[config.mk]
export PLATFORM = sky130hd
export DESIGN_NAME = flash_cui
export DESIGN_NICKNAME = d
export VERILOG_FILES = /design/src/rtl/flash_cui_pkg.sv /design/src/rtl/cui_bus_sampler.sv /design/src/rtl/cui_cmd_fsm.sv /design/src/rtl/cui_read_mux.sv /design/src/rtl/flash_cui.sv
export SDC_FILE = /design/constraint.sdc
export NUM_CORES = 1
export LEC_CHECK = 0
export BUFFER_PORTS_ARGS = -buffer_cell sky130_fd_sc_hd__clkbuf_2
export CAP_MARGIN = 40
export CELL_PAD_IN_SITES_DETAIL_PLACEMENT = 0
export CELL_PAD_IN_SITES_GLOBAL_PLACEMENT = 2
export CORE_MARGIN = 2
export CORE_UTILIZATION = 26
export DETAILED_ROUTE_END_ITERATION = 8
export GPL_TIMING_DRIVEN = 0
export PLACE_DENSITY_LB_ADDON = 0.2
export SYNTH_ARGS = -nofsm -noshare
export SYNTH_HDL_FRONTEND = slang
export SYNTH_SLANG_ARGS = --single-unit
[constraint.sdc]
create_clock -name clk -period 2.82 [get_ports clk]
set_input_delay 0.423 -clock clk [delete_from_list [all_inputs] [get_ports clk]]
set_output_delay 0.423 -clock clk [all_outputs]
set_load 0.005 [all_outputs]
[src/rtl/flash_cui_pkg.sv]
package flash_cui_pkg;

  typedef enum logic [1:0] {
    RM_ARRAY  = 2'd0,
    RM_IDENT  = 2'd1,
    RM_STATUS = 2'd2,
    RM_QUERY  = 2'd3
  } rd_mode_e;

  typedef enum logic [1:0] {
    PH_IDLE = 2'd0,
    PH_RUN  = 2'd1,
    PH_HELD = 2'd2
  } op_phase_e;

  typedef enum logic [1:0] {
    SU_NONE  = 2'd0,
    SU_PROG  = 2'd1,
    SU_ERASE = 2'd2
  } setup_e;

  localparam logic [7:0] C_RD_ARRAY = 8'hFF;
  localparam logic [7:0] C_RD_IDENT = 8'h90;
  localparam logic [7:0] C_RD_STAT  = 8'h70;
  localparam logic [7:0] C_RD_QUERY = 8'h98;
  localparam logic [7:0] C_CLR_STAT = 8'h50;
  localparam logic [7:0] C_PROG     = 8'h40;
  localparam logic [7:0] C_PROG_ALT = 8'h10;
  localparam logic [7:0] C_ERASE    = 8'h20;
  localparam logic [7:0] C_SUSPEND  = 8'hB0;
  localparam logic [7:0] C_CONFIRM  = 8'hD0;

  localparam logic [7:0] STATUS_RESET = 8'h80;

  // True for every byte the decoder reacts to outside a setup cycle.
  function automatic logic cmd_known(input logic [7:0] c);
    case (c)
      C_RD_ARRAY, C_RD_IDENT, C_RD_STAT, C_RD_QUERY, C_CLR_STAT,
      C_PROG, C_PROG_ALT, C_ERASE, C_SUSPEND, C_CONFIRM: cmd_known = 1'b1;
      default: cmd_known = 1'b0;
    endcase
  endfunction

  // Query table: the three signature characters, zero elsewhere.
  function automatic logic [7:0] query_byte(input logic [7:0] off);
    case (off)
      8'h10:   query_byte = 8'h51;
      8'h11:   query_byte = 8'h52;
      8'h12:   query_byte = 8'h59;
      default: query_byte = 8'h00;
    endcase
  endfunction

endpackage

[src/rtl/cui_bus_sampler.sv]
module cui_bus_sampler #(
  parameter int ADDR_W = 20,
  parameter int DATA_W = 16
) (
  input  logic              clk,
  input  logic              rst,
  input  logic              ce_n,
  input  logic              we_n,
  input  logic              oe_n,
  input  logic [ADDR_W-1:0] addr,
  input  logic [DATA_W-1:0] din,
  output logic              wr_evt,
  output logic [ADDR_W-1:0] cap_addr,
  output logic [DATA_W-1:0] cap_data,
  output logic              rd_req
);

  logic wr_phase_q;
  logic wr_phase_d;

  assign wr_phase_d = ~ce_n & ~we_n & oe_n;
  assign rd_req     = ~ce_n & ~oe_n & we_n;

  always_ff @(posedge clk) begin
    if (rst) wr_phase_q <= 1'b0;
    else     wr_phase_q <= wr_phase_d;
  end

  // The write ends on the first strobe of the pair to return high.
  assign wr_evt   = wr_phase_q & (ce_n | we_n);
  assign cap_addr = addr;
  assign cap_data = din;

endmodule

[src/rtl/cui_cmd_fsm.sv]
module cui_cmd_fsm
  import flash_cui_pkg::*;
#(
  parameter int ADDR_W = 20,
  parameter int DATA_W = 16
) (
  input  logic              clk,
  input  logic              rst,
  input  logic              wr_evt,
  input  logic [ADDR_W-1:0] cap_addr,
  input  logic [DATA_W-1:0] cap_data,
  input  logic              op_done,
  input  logic              op_fail,
  output rd_mode_e          rmode,
  output logic              busy,
  output logic [7:0]        status,
  output logic              setup_pend,
  output logic              prog_run,
  output logic              erase_run,
  output logic              op_start,
  output logic              op_is_erase,
  output logic [ADDR_W-1:0] op_addr,
  output logic [DATA_W-1:0] op_wdata,
  output logic              hold_prog,
  output logic              hold_erase
);

  rd_mode_e  mode_q, mode_d;
  setup_e    setup_q, setup_d;
  op_phase_e prog_q, prog_d;
  op_phase_e erase_q, erase_d;
  logic      perr_q, perr_d;
  logic      eerr_q, eerr_d;
  logic      start_d;
  logic      kind_d;

  logic [7:0] cmd;
  assign cmd = cap_data[7:0];

  assign prog_run   = (prog_q == PH_RUN);
  assign erase_run  = (erase_q == PH_RUN);
  assign busy       = prog_run | erase_run;
  assign setup_pend = (setup_q != SU_NONE);
  assign hold_prog  = (prog_q == PH_HELD);
  assign hold_erase = (erase_q == PH_HELD);
  assign rmode      = mode_q;

  assign status = {~busy, hold_erase, eerr_q, perr_q, 1'b0, hold_prog, 2'b00};

  always_comb begin
    mode_d  = mode_q;
    setup_d = setup_q;
    prog_d  = prog_q;
    erase_d = erase_q;
    perr_d  = perr_q;
    eerr_d  = eerr_q;
    start_d = 1'b0;
    kind_d  = op_is_erase;

    // Completion of the operation that owns the engine.
    if (op_done && busy) begin
      if (prog_run) begin
        prog_d = PH_IDLE;
        if (op_fail) perr_d = 1'b1;
      end else begin
        erase_d = PH_IDLE;
        if (op_fail) eerr_d = 1'b1;
      end
    end

    if (wr_evt) begin
      unique case (setup_q)
        SU_PROG: begin
          setup_d = SU_NONE;
          mode_d  = RM_STATUS;
          prog_d  = PH_RUN;
          start_d = 1'b1;
          kind_d  = 1'b0;
        end
        SU_ERASE: begin
          setup_d = SU_NONE;
          mode_d  = RM_STATUS;
          if (cmd == C_CONFIRM) begin
            erase_d = PH_RUN;
            start_d = 1'b1;
            kind_d  = 1'b1;
          end else begin
            perr_d = 1'b1;
            eerr_d = 1'b1;
          end
        end
        default: begin
          case (cmd)
            C_RD_ARRAY: mode_d = RM_ARRAY;
            C_RD_IDENT: mode_d = RM_IDENT;
            C_RD_STAT:  mode_d = RM_STATUS;
            C_RD_QUERY: mode_d = RM_QUERY;
            C_CLR_STAT: begin
              perr_d = 1'b0;
              eerr_d = 1'b0;
            end
            C_PROG, C_PROG_ALT: begin
              if (!busy && prog_q == PH_IDLE) begin
                setup_d = SU_PROG;
                mode_d  = RM_STATUS;
              end
            end
            C_ERASE: begin
              if (!busy && prog_q == PH_IDLE && erase_q == PH_IDLE) begin
                setup_d = SU_ERASE;
                mode_d  = RM_STATUS;
              end
            end
            C_SUSPEND: begin
              if (prog_run) begin
                prog_d = PH_HELD;
                mode_d = RM_STATUS;
              end else if (erase_run) begin
                erase_d = PH_HELD;
                mode_d  = RM_STATUS;
              end
            end
            C_CONFIRM: begin
              if (prog_q == PH_HELD) begin
                prog_d = PH_RUN;
                mode_d = RM_STATUS;
              end else if (erase_q == PH_HELD && prog_q == PH_IDLE) begin
                erase_d = PH_RUN;
                mode_d  = RM_STATUS;
              end
            end
            default: ;
          endcase
        end
      endcase
    end
  end

  always_ff @(posedge clk) begin
    if (rst) begin
      mode_q      <= RM_ARRAY;
      setup_q     <= SU_NONE;
      prog_q      <= PH_IDLE;
      erase_q     <= PH_IDLE;
      perr_q      <= 1'b0;
      eerr_q      <= 1'b0;
      op_start    <= 1'b0;
      op_is_erase <= 1'b0;
      op_addr     <= '0;
      op_wdata    <= '0;
    end else begin
      mode_q      <= mode_d;
      setup_q     <= setup_d;
      prog_q      <= prog_d;
      erase_q     <= erase_d;
      perr_q      <= perr_d;
      eerr_q      <= eerr_d;
      op_start    <= start_d;
      op_is_erase <= kind_d;
      if (start_d) begin
        op_addr  <= cap_addr;
        op_wdata <= cap_data;
      end
    end
  end

endmodule

[src/rtl/cui_read_mux.sv]
module cui_read_mux
  import flash_cui_pkg::*;
#(
  parameter int              ADDR_W = 20,
  parameter int              DATA_W = 16,
  parameter logic [DATA_W-1:0] MFR_ID = 16'h00C7,
  parameter logic [DATA_W-1:0] DEV_ID = 16'h4A2E
) (
  input  logic              clk,
  input  logic              rst,
  input  logic              rd_req,
  input  logic [ADDR_W-1:0] addr,
  input  logic [DATA_W-1:0] array_rdata,
  input  rd_mode_e          rmode,
  input  logic              busy,
  input  logic [7:0]        status,
  output logic [DATA_W-1:0] dout,
  output logic              dout_en
);

  localparam int PAD_W = DATA_W - 8;

  logic [DATA_W-1:0] stat_word;
  logic [DATA_W-1:0] query_word;
  logic [DATA_W-1:0] sel;

  assign stat_word  = {{PAD_W{1'b0}}, status};
  assign query_word = {{PAD_W{1'b0}}, query_byte(addr[7:0])};

  always_comb begin
    if (busy) begin
      sel = stat_word;
    end else begin
      unique case (rmode)
        RM_ARRAY:  sel = array_rdata;
        RM_IDENT:  sel = addr[0] ? DEV_ID : MFR_ID;
        RM_STATUS: sel = stat_word;
        RM_QUERY:  sel = query_word;
        default:   sel = stat_word;
      endcase
    end
  end

  always_ff @(posedge clk) begin
    if (rst) begin
      dout    <= '0;
      dout_en <= 1'b0;
    end else begin
      dout_en <= rd_req;
      dout    <= rd_req ? sel : '0;
    end
  end

endmodule

[src/rtl/flash_cui.sv]
module flash_cui
  import flash_cui_pkg::*;
#(
  parameter int              ADDR_W = 20,
  parameter int              DATA_W = 16,
  parameter logic [DATA_W-1:0] MFR_ID = 16'h00C7,
  parameter logic [DATA_W-1:0] DEV_ID = 16'h4A2E
) (
  input  logic              clk,
  input  logic              rst,
  input  logic              ce_n,
  input  logic              we_n,
  input  logic              oe_n,
  input  logic [ADDR_W-1:0] addr,
  input  logic [DATA_W-1:0] din,
  input  logic [DATA_W-1:0] array_rdata,
  output logic [DATA_W-1:0] dout,
  output logic              dout_en,
  output logic              op_start,
  output logic              op_is_erase,
  output logic [ADDR_W-1:0] op_addr,
  output logic [DATA_W-1:0] op_wdata,
  input  logic              op_done,
  input  logic              op_fail,
  output logic              hold_prog,
  output logic              hold_erase
);

  logic              wr_evt;
  logic              rd_req;
  logic [ADDR_W-1:0] cap_addr;
  logic [DATA_W-1:0] cap_data;
  rd_mode_e          rmode;
  logic              busy;
  logic [7:0]        status;
  logic              setup_pend;
  logic              prog_run;
  logic              erase_run;

  cui_bus_sampler #(.ADDR_W(ADDR_W), .DATA_W(DATA_W)) u_bus (
    .clk      (clk),
    .rst      (rst),
    .ce_n     (ce_n),
    .we_n     (we_n),
    .oe_n     (oe_n),
    .addr     (addr),
    .din      (din),
    .wr_evt   (wr_evt),
    .cap_addr (cap_addr),
    .cap_data (cap_data),
    .rd_req   (rd_req)
  );

  cui_cmd_fsm #(.ADDR_W(ADDR_W), .DATA_W(DATA_W)) u_fsm (
    .clk         (clk),
    .rst         (rst),
    .wr_evt      (wr_evt),
    .cap_addr    (cap_addr),
    .cap_data    (cap_data),
    .op_done     (op_done),
    .op_fail     (op_fail),
    .rmode       (rmode),
    .busy        (busy),
    .status      (status),
    .setup_pend  (setup_pend),
    .prog_run    (prog_run),
    .erase_run   (erase_run),
    .op_start    (op_start),
    .op_is_erase (op_is_erase),
    .op_addr     (op_addr),
    .op_wdata    (op_wdata),
    .hold_prog   (hold_prog),
    .hold_erase  (hold_erase)
  );

  cui_read_mux #(
    .ADDR_W (ADDR_W),
    .DATA_W (DATA_W),
    .MFR_ID (MFR_ID),
    .DEV_ID (DEV_ID)
  ) u_rd (
    .clk         (clk),
    .rst         (rst),
    .rd_req      (rd_req),
    .addr        (addr),
    .array_rdata (array_rdata),
    .rmode       (rmode),
    .busy        (busy),
    .status      (status),
    .dout        (dout),
    .dout_en     (dout_en)
  );

endmodule

==> summary.txt, run 1 <==
Status - completed
Clock skew - 0.0105 ns
Core area - 0.0109 sq mm
Total Neg Setup Slack - 0 ns
Gpl congestion - 0.834
Mapped Nets - 434
Gr ovfl total - 0
Yosys cell types - 51
Final net count - 557
Pin count of the biggest net entering global routing - 13
Worst-Margin Slew - 0.730 ns
Fraction of layout cells with a size suffix above 1 - 28.1%
Syn Area/Cell - 7.82 sq um
Inst Count DP - 625
Clock Power Share - 48.9%
TritonCTS clock tree - done
Hold crit path type - input pin to register
Worst Setup SP - din[0]
Num rows - 38
Die Ht - 110 microns
Worst slew margin - 50.6%
DP Area - 0.00365 sq mm
Worst setup path endpoint - u_fsm.op_wdata[8]
DRC viols - 0
Avg WL per Cell - 14.6 microns
Static Leakage - 1.59 nW
Worst Path Class, Setup - input pin to register
Max Cap Violations - 0
Die width - 110 microns
Register bit count reported by yosys - 66
Synth async-reset ratio - 0%
First-pass GRT wire length - 14800 microns
Sw Share - 22.6%
Hpwl dp - 7040 microns
Final instance area - 0.00390 sq mm
FF-to-FF setup slack - 0.42 ns
Die area - 0.0121 sq mm
Tcrit/Tclk final - 85.3%
P_int - 1.60 mW
Final core utilization - 35.9%
Critical Path Source Type - input pin
Post-CTS sizing - 0
Ys flop type - dfxtp_1
Ant. Diodes - 0
WHS - 0.266 ns
Crit path required time - 3.03 ns
Fmax - 416 MHz
Clock Latency Late Sink - 0.35 ns
Via count - 3051
RSZ-0062 raised after global routing - false
# setup viols final - 0
RR Endpoint - u_fsm.rmode[1]
Port bufs - 112
Crit path DAT - 2.61 ns
Switch Pwr - 469 uW
Worst VDD drop - 234 uV
Final Non-Filler Cells - 641
Post-CTS Setup Bufs - 0
Root buffer cell - clkbuf_8
Final WL - 9330 microns
Slowest cell on crit path - nor4_2
Post-CTS Hold Fix Bufs - 0
Yosys warns - 0
Fillers - 1225
Pwr dens - 531 mW/mm^2
Final count of pins violating max slew - 0
Num CTS Buffers - 9
CP peak stage delay - 0.67 ns
Routed Antenna Nets - 0
DR vias/cell - 4.76
Reg clk slew, reported paths - 0.08 ns
Sequential Power Share - 45.2%
All-Layer GR Usage - 16.0%
Vias in the first global route - 2878
Most frequent cells in the layout - clkbuf_2, nand2_1, dfxtp_1, a21oi_1, nor2_1
Critical path endpoint category - register
Drt pass-1 iters - 4
Clock sink total - 66
Initial antenna violation count - 0
CTS HTree Levels - 3
Crit path time final - 2.41 ns
CP Max Fanout - 10
Final hold vios - 0
Most common cell after layout, fill and taps aside - clkbuf_2
FF-to-FF path depth - 6
I/O pins - 116
Cell breakdown of the critical path - clkbuf_2, nor4_2, and4_1, a21oi_1, or3_1, buf_2, buf_2, nand2_1, a21oi_1
Sequential fraction of the synthesis area - 45.3%
Initial Utilization - 26.8%
Area added between synthesis and finish - 33.8%
Cells after synthesis - 373
EDFF count, synth - 0
RR Startpoint - u_fsm.prog_q[1]
Post-Syn Area - 0.00292 sq mm
Comb pwr share - 5.9%
Clk buf depth - 2
Number of DRC markers in iteration 0 - 198
-- flip-flops by register name, indices dropped and copies added (netlist names) --
name / flops
u_fsm.eerr_q: 1
u_fsm.erase_q: 2
u_fsm.rmode: 2
u_fsm.op_addr: 20
u_rd.dout: 16
u_rd.dout_en: 1
u_fsm.setup_q: 2
u_fsm.op_start: 1
u_fsm.perr_q: 1
u_fsm.prog_q: 2
u_fsm.op_wdata: 16
u_fsm.op_is_erase: 1
u_bus.wr_phase_q: 1
-- kinds of logic after synthesis --
logic type / after synthesis / share of synthesized area [%]
buf+inv: 33 / 4.55
xor+xnor: 3 / 0.901
simple gates: 163 / 26.3
mux: 2 / 0.686
flops: 66 / 45.3
fa+ha+maj: 2 / 0.857
compound gates: 104 / 21.4
-- power groups by stage --
stage | Clock (mW) | Combinational (mW) | Sequential, mW
finish | 1.01 | 0.122 | 0.938
CTS | 1.06 | 0.124 | 0.938
global placement | 0 | 0.123 | 0.960
floorplan | 0 | 0.0519 | 0.960
detailed placement | 0 | 0.124 | 0.960
global route | 1.09 | 0.137 | 0.938
-- synthesized netlist by cell type, types with 2 or more instances --
library cell   n  area, sq um
o32ai_1        2         17.5
xnor2_1        2         17.5
o22ai_1        3         18.8
nand3b_1       3         22.5
nor2_1        24         90.1
or4_1          2         15.0
o21a_1         2         15.0
clkbuf_1      18         67.6
nor2b_1        5         31.3
ha_1           2         25.0
o31ai_1        2         15.0
o21ai_0       13         65.1
a22oi_1        3         22.5
o31a_1         3         26.3
and2_1         6         37.5
nor4b_1        2         17.5
or3_1          2         12.5
nand2_1       89          334
nand3_1        6         30.0
a21oi_1       55          275
and3_1         3         18.8
nor3_1         2         10.0
nand2b_1       6         37.5
buf_2          7         35.0
o211ai_1       2         15.0
a211oi_1       2         15.0
a41oi_1        3         26.3
a221oi_1       2         17.5
nand4_1        4         25.0
nor4_1         2         12.5
a31oi_1        2         12.5
inv_1          8         30.0
dfxtp_1       66         1320
a21o_1         2         15.0
mux2i_1        2         20.0
-- metal layers --
metal | vias up | part of all wire (%) | GRT usage (%)
met5 | - | 0 | 0
met4 | 0 | 1.5 | 5.15
met3 | 12 | 6.9 | 5.39
met2 | 90 | 44 | 24.2
met1 | 1395 | 48 | 21.3
li1 | 1554 | - | -
-- metrics by stage --
stage / total power [mW] / worst slack, ns
floorplan: 1.01 / 0.529
global placement: 1.08 / 0.0339
detailed placement: 1.08 / 0.0447
CTS: 2.12 / 0.419
global route: 2.16 / 0.211
finish: 2.07 / 0.414
-- critical path: cells and delay by family --
| family | cells | cell delay, ns |
|---|---|---|
| simple gates | 4 | 1.47 |
| compound gates | 2 | 0.20 |
| buf+inv | 3 | 0.51 |
-- worst min path at each step --
| stage | startpoint | end | slack [ns] | cells after the start |
|---|---|---|---|---|
| floorplan | u_fsm.op_addr[0] | u_fsm.op_addr[0] | 0.45 | 2 |
| global placement | u_fsm.op_wdata[11] | u_fsm.op_wdata[11] | 0.44 | 2 |
| detailed placement | u_fsm.op_wdata[14] | u_fsm.op_wdata[14] | 0.45 | 2 |
| CTS | array_rdata[13] | u_rd.dout[13] | 0.24 | 2 |
| global route | array_rdata[12] | u_rd.dout[12] | 0.24 | 2 |
| finish | array_rdata[13] | u_rd.dout[13] | 0.27 | 2 |
-- layout make-up --
class	instances	area [sq um]	area share, %
Buffer	25	103	2.63
Clock buffer	10	138	3.53
Clock inverter	6	113	2.88
Inverter	8	30.0	0.769
Multi-Input combinational cell	274	1460	37.5
Sequential cell	66	1320	33.8
Tap cell	140	175	4.49
Timing Repair Buffer	112	561	14.4
Note: power is estimated with default switching activity, not from simulation.
==> run 2: changes to the inputs <==
--- a/config.mk
+++ b/config.mk
@@ -5,12 +5,13 @@
 export SDC_FILE = /design/constraint.sdc
 export NUM_CORES = 1
 export LEC_CHECK = 0
+export ABC_AREA = 1
 export BUFFER_PORTS_ARGS = -buffer_cell sky130_fd_sc_hd__clkbuf_2
 export CAP_MARGIN = 40
 export CELL_PAD_IN_SITES_DETAIL_PLACEMENT = 0
 export CELL_PAD_IN_SITES_GLOBAL_PLACEMENT = 2
 export CORE_MARGIN = 2
-export CORE_UTILIZATION = 26
+export CORE_UTILIZATION = 25
 export DETAILED_ROUTE_END_ITERATION = 8
 export GPL_TIMING_DRIVEN = 0
 export PLACE_DENSITY_LB_ADDON = 0.2
==> summary.txt, run 2 <==
# setup viols final - 0
Final net count - 610
DRC viols - 11
Worst Path Class, Setup - register to register
Area leader, netlist - dfxtp_1
Final core utilization - 35.3%
Fillers - 1322
Cells after synthesis - 423
Syn Area/Cell - 7.01 sq um
Biggest regs - u_fsm.op_addr x20, u_fsm.op_wdata x16, u_rd.dout x16
Top cell type's share of synthesized area - 44.6%
Critical Path Source Type - register
Largest reg by FF count - u_fsm.op_addr
Failing checks - DRC
Yosys cell types - 31
Fmax - 494 MHz
Most common cell in the netlist - nor2_1
Area added between synthesis and finish - 37.0%
Cell breakdown of the critical path - inv_1, ha_1, clkbuf_1, nor2_1, nand2_4, clkbuf_1, o21ai_0, nor2_1
DP Worst Slack - 0.728 ns
All-Layer GR Usage - 15.3%
Post-Syn Area - 0.00297 sq mm
Register bit count reported by yosys - 66
Ant. Diodes - 0
Num CTS Buffers - 9
Die Ht - 113 microns
Reg clk slew, reported paths - 0.06 ns
Clock sink total - 66
Initial Utilization - 25.7%
Tcrit/Tclk final - 71.8%
Top cells by count, synth - nor2_1, nand2_1, dfxtp_1
Static Leakage - 1.97 nW
Ys flop type - dfxtp_1
Post-CTS sizing - 0
Fraction of layout cells with a size suffix above 1 - 27.8%
Synth area leaders - dfxtp_1, nor2_1, nand2_1
Clock Latency Late Sink - 0.33 ns
Clock skew - 0.00291 ns
Post-CTS Setup Bufs - 0
Crit path DAT - 2.29 ns
CP Max Fanout - 10
Worst slew margin - 66.4%
Avg WL per Cell - 13.6 microns
Clk buf depth - 2
Hold crit path type - input pin to register
Initial antenna violation count - 0
EDFF count, synth - 0
Synth async-reset ratio - 0%
Total Neg Setup Slack - 0 ns
Final hold vios - 0
Crit path time final - 2.02 ns
Worst VDD drop - 217 uV
Final Worst Setup Slack - 0.796 ns
Critical path endpoint category - register
Post-CTS Hold Fix Bufs - 0
Critical path buffers and inverters - 3
DR vias/cell - 4.46
Pwr dens - 581 mW/mm^2
Final count of pins violating max slew - 0
Crit path required time - 3.09 ns
I/O pins - 116
Mapped Nets - 484
Core area - 0.0115 sq mm
Slowest cell on crit path - clkbuf_1
Worst-Margin Slew - 0.501 ns
DP Area - 0.00372 sq mm
Yosys warns - 0
Most frequent cells in the layout - clkbuf_2, nor2_1, nand2_1, dfxtp_1, inv_1
Gpl congestion - 0.822
Power Total - 2.36 mW
Num rows - 39
Sequential fraction of the synthesis area - 44.6%
Final instance area - 0.00406 sq mm
Status - complete, but fails checks
Root buffer cell - clkbuf_16
CP peak stage delay - 0.39 ns
Port bufs - 115
Die width - 113 microns
CTS HTree Levels - 3
Routed Antenna Nets - 0
Number of DRC markers in iteration 0 - 155
Max Cap Violations - 0
TritonCTS clock tree - done
Pin count of the biggest net entering global routing - 13
Hpwl dp - 7300 microns
Gr ovfl total - 0
Final WL - 9460 microns
RSZ-0062 raised after global routing - false
Most common cell after layout, fill and taps aside - clkbuf_2
Via count - 3108
First-pass GRT wire length - 15500 microns
CP top delay family - buffers and inverters
Drt pass-1 iters - 7
Die area - 0.0127 sq mm
Number of flip-flops in the largest register - 20
Vias in the first global route - 3095
run 2: metrics by stage:
stage               hold WS [ns]  cells
floorplan                  0.447    423
global placement           0.456    681
detailed placement         0.464    681
CTS                        0.278    697
global route               0.296    697
finish                     0.291    697
run 2: layer usage:
layer | global-route usage, % | vias to the layer above | part of all wire, %
met3 | 3.43 | 13 | 5.3
met2 | 25.9 | 82 | 47
li1 | - | 1622 | -
met1 | 19.2 | 1391 | 46
met4 | 5.53 | 0 | 1.9
met5 | 0 | - | 0
run 2: worst paths after layout:
path	start	endpoint	slack (ns)	cells after the start
worst max-delay path	u_fsm.setup_q[0]	u_fsm.op_wdata[11]	0.80	8
worst min-delay path	we_n	u_bus.wr_phase_q	0.29	2
worst max register to register	u_fsm.setup_q[0]	u_fsm.op_wdata[11]	0.80	8
worst min register to register	u_fsm.op_is_erase	u_fsm.op_is_erase	0.47	2
run 2: cell type report:
class | instances | area, sq um | share of cell area [%]
Inverter | 37 | 141 | 3.48
Clock buffer | 10 | 229 | 5.64
Buffer | 15 | 109 | 2.68
Tap cell | 143 | 179 | 4.41
Multi-Input combinational cell | 305 | 1390 | 34.3
Clock inverter | 6 | 113 | 2.77
Timing Repair Buffer | 115 | 576 | 14.2
Sequential cell | 66 | 1320 | 32.5
run 2: power by group:
part           switching, mW  internal (mW)
Combinational         0.0741         0.0530
Clock                  0.428          0.867
Sequential           0.00213          0.938
run 2: cells by family (layout without fill, tap and decap cells):
logic type / count (synthesis) / in the layout / synth area share (%)
and+or+nand+nor: 217 / 217 / 30.2
AOI/OAI and AO/OA: 86 / 86 / 15.9
DFF: 66 / 66 / 44.6
buffers and inverters: 52 / 183 / 8.44
adders and majority gates: 2 / 2 / 0.844
==> run 3: changes to the inputs <==
--- a/config.mk
+++ b/config.mk
@@ -11,7 +11,7 @@
 export CELL_PAD_IN_SITES_DETAIL_PLACEMENT = 0
 export CELL_PAD_IN_SITES_GLOBAL_PLACEMENT = 2
 export CORE_MARGIN = 2
-export CORE_UTILIZATION = 25
+export CORE_UTILIZATION = 23
 export DETAILED_ROUTE_END_ITERATION = 8
 export GPL_TIMING_DRIVEN = 0
 export PLACE_DENSITY_LB_ADDON = 0.2
==> constraint.sdc (replaced) <==
create_clock -name clk -period 1.8 [get_ports clk]
set_input_delay 0.27 -clock clk [delete_from_list [all_inputs] [get_ports clk]]
set_output_delay 0.27 -clock clk [all_outputs]
set_load 0.005 [all_outputs]
==> summary.txt, run 3 (synthesis gave the netlist of run 2 again) <==
Crit path DAT - 1.84 ns
Tcrit/Tclk final - 89.8%
Die width - 118 microns
Reg clk slew, reported paths - 0.06 ns
Worst Path Class, Setup - register to register
Worst slew margin - 64.0%
Clock Latency Late Sink - 0.34 ns
FF-to-FF path depth - 7
Fmax - 619 MHz
I/O pins - 116
Crit path time final - 1.62 ns
Worst hold start - ce_n
Clock skew - 0.00729 ns
Critical path buffers and inverters - 2
CP peak stage delay - 0.35 ns
DRC viols - 0
Drt pass-1 iters - 4
Die area - 0.0138 sq mm
Max Cap Violations - 0
TritonCTS clock tree - done
Pwr dens - 815 mW/mm^2
Worst VDD drop - 362 uV
Static Leakage - 1.94 nW
RR Endpoint - u_fsm.op_wdata[9]
RSZ-0062 raised after global routing - false
Num rows - 41
Initial antenna violation count - 0
Core area - 0.0126 sq mm
Biggest regs - u_fsm.op_addr x20, u_fsm.op_wdata x16, u_rd.dout x16
Ant. Diodes - 0
CP top delay family - simple AND/OR/NAND/NOR gates
Final instance area - 0.00404 sq mm
First-pass GRT wire length - 15400 microns
Root buffer cell - clkbuf_16
FF-to-FF setup slack - 0.18 ns
Number of DRC markers in iteration 0 - 133
Initial Utilization - 23.5%
Final net count - 609
Final hold vios - 0
Final Worst Setup Slack - 0.183 ns
Final Non-Filler Cells - 725
Via count - 3084
Total Neg Setup Slack - 0 ns
Vias in the first global route - 3006
Number of flip-flops in the largest register - 20
Hpwl dp - 7370 microns
Pin count of the biggest net entering global routing - 12
Gpl congestion - 0.799
Final count of pins violating max slew - 0
Clk buf depth - 2
# setup viols final - 0
Gr ovfl total - 0
Status - completed
Cell breakdown of the critical path - inv_1, ha_4, nor2_2, nand2_4, clkbuf_2, o21ai_0, nor2_1
All-Layer GR Usage - 14.2%
CP Max Fanout - 10
Port bufs - 115
Inst Count DP - 710
Routed Antenna Nets - 0
WHS Endpoint - u_bus.wr_phase_q
Fraction of layout cells with a size suffix above 1 - 28.8%
Worst-Margin Slew - 0.537 ns
DP Area - 0.00376 sq mm
Critical Path Source Type - register
Die Ht - 118 microns
Post-CTS Hold Fix Bufs - 0
Most frequent cells in the layout - clkbuf_2, nor2_1, nand2_1, dfxtp_1, inv_1
DP Worst Slack - -0.269 ns
Avg WL per Cell - 13.1 microns
Slowest cell on crit path - dfxtp_1
Hold crit path type - input pin to register
CTS HTree Levels - 3
DR vias/cell - 4.25
Area added between synthesis and finish - 36.4%
Clock sink total - 66
Hold path depth - 2
Num CTS Buffers - 9
Crit path required time - 2.03 ns
Final WL - 9480 microns
RR Startpoint - u_fsm.setup_q[0]
Critical path endpoint category - register
Most common cell after layout, fill and taps aside - clkbuf_2
Largest reg by FF count - u_fsm.op_addr
[run 3: through the flow]
stage          hold slack, ns  util, %  power, mW
2_1_floorplan           0.339        -       1.59
3_3_place_gp            0.462     29.8       1.71
3_5_place_dp            0.465     29.8       1.71
4_1_cts                 0.103     31.9       3.37
5_1_grt                 0.121     32.0       3.46
6_report                0.121     32.0       3.30
[run 3: layout make-up]
class | instances | area [sq um]
Fill cell | 1462 | 8580
Multi-Input combinational cell | 305 | 1410
Sequential cell | 66 | 1320
Timing Repair Buffer | 115 | 576
Clock buffer | 11 | 243
Tap cell | 172 | 215
Inverter | 37 | 141
Buffer | 14 | 106
Clock inverter | 5 | 30.0
[run 3: metal layers]
| metal | up-vias | part of all wire, % | track usage [%] |
|---|---|---|---|
| met5 | - | 0 | 0 |
| met4 | 0 | 1.8 | 5.57 |
| met3 | 12 | 4.6 | 4.55 |
| met2 | 72 | 48 | 23.6 |
| met1 | 1381 | 46 | 17.0 |
| li1 | 1619 | - | - |
[run 3: worst max-delay path by stage]
stage	from	to	slack, ns	depth (start not counted)
after detailed placement	u_fsm.setup_q[0]	u_fsm.op_wdata[13]	-0.27	8
after floorplan	u_fsm.setup_q[0]	u_fsm.op_addr[13]	0.15	9
after global routing	u_fsm.prog_q[0]	u_fsm.erase_q[0]	0.01	9
after CTS	u_fsm.setup_q[0]	u_fsm.rmode[1]	0.04	11
after global placement	u_fsm.setup_q[0]	u_fsm.op_wdata[15]	-0.19	8
final	u_fsm.setup_q[0]	u_fsm.op_wdata[9]	0.18	7
[run 3: what timing repair did]
action | 4_1_cts | 5_1_grt
pin swaps | 0 | 0
gates resized for setup | 3 | 3
setup buffers | 0 | 0
setup endpoints to repair | 44 | 7
cloned | 0 | 0
[run 3: worst reg2reg max path: stages (launching register included)]
cell,delay (ns)
dfxtp_1,0.35
inv_1,0.08
ha_4,0.28
nor2_2,0.21
nand2_4,0.11
clkbuf_2,0.23
o21ai_0,0.21
nor2_1,0.05
[run 3: power breakdown]
group          switching, mW  leakage (nW)  internal, mW
clock network          0.664         0.131         0.961
registers            0.00355         0.532          1.47
logic                  0.115          1.27        0.0831
total                  0.783          1.94          2.51
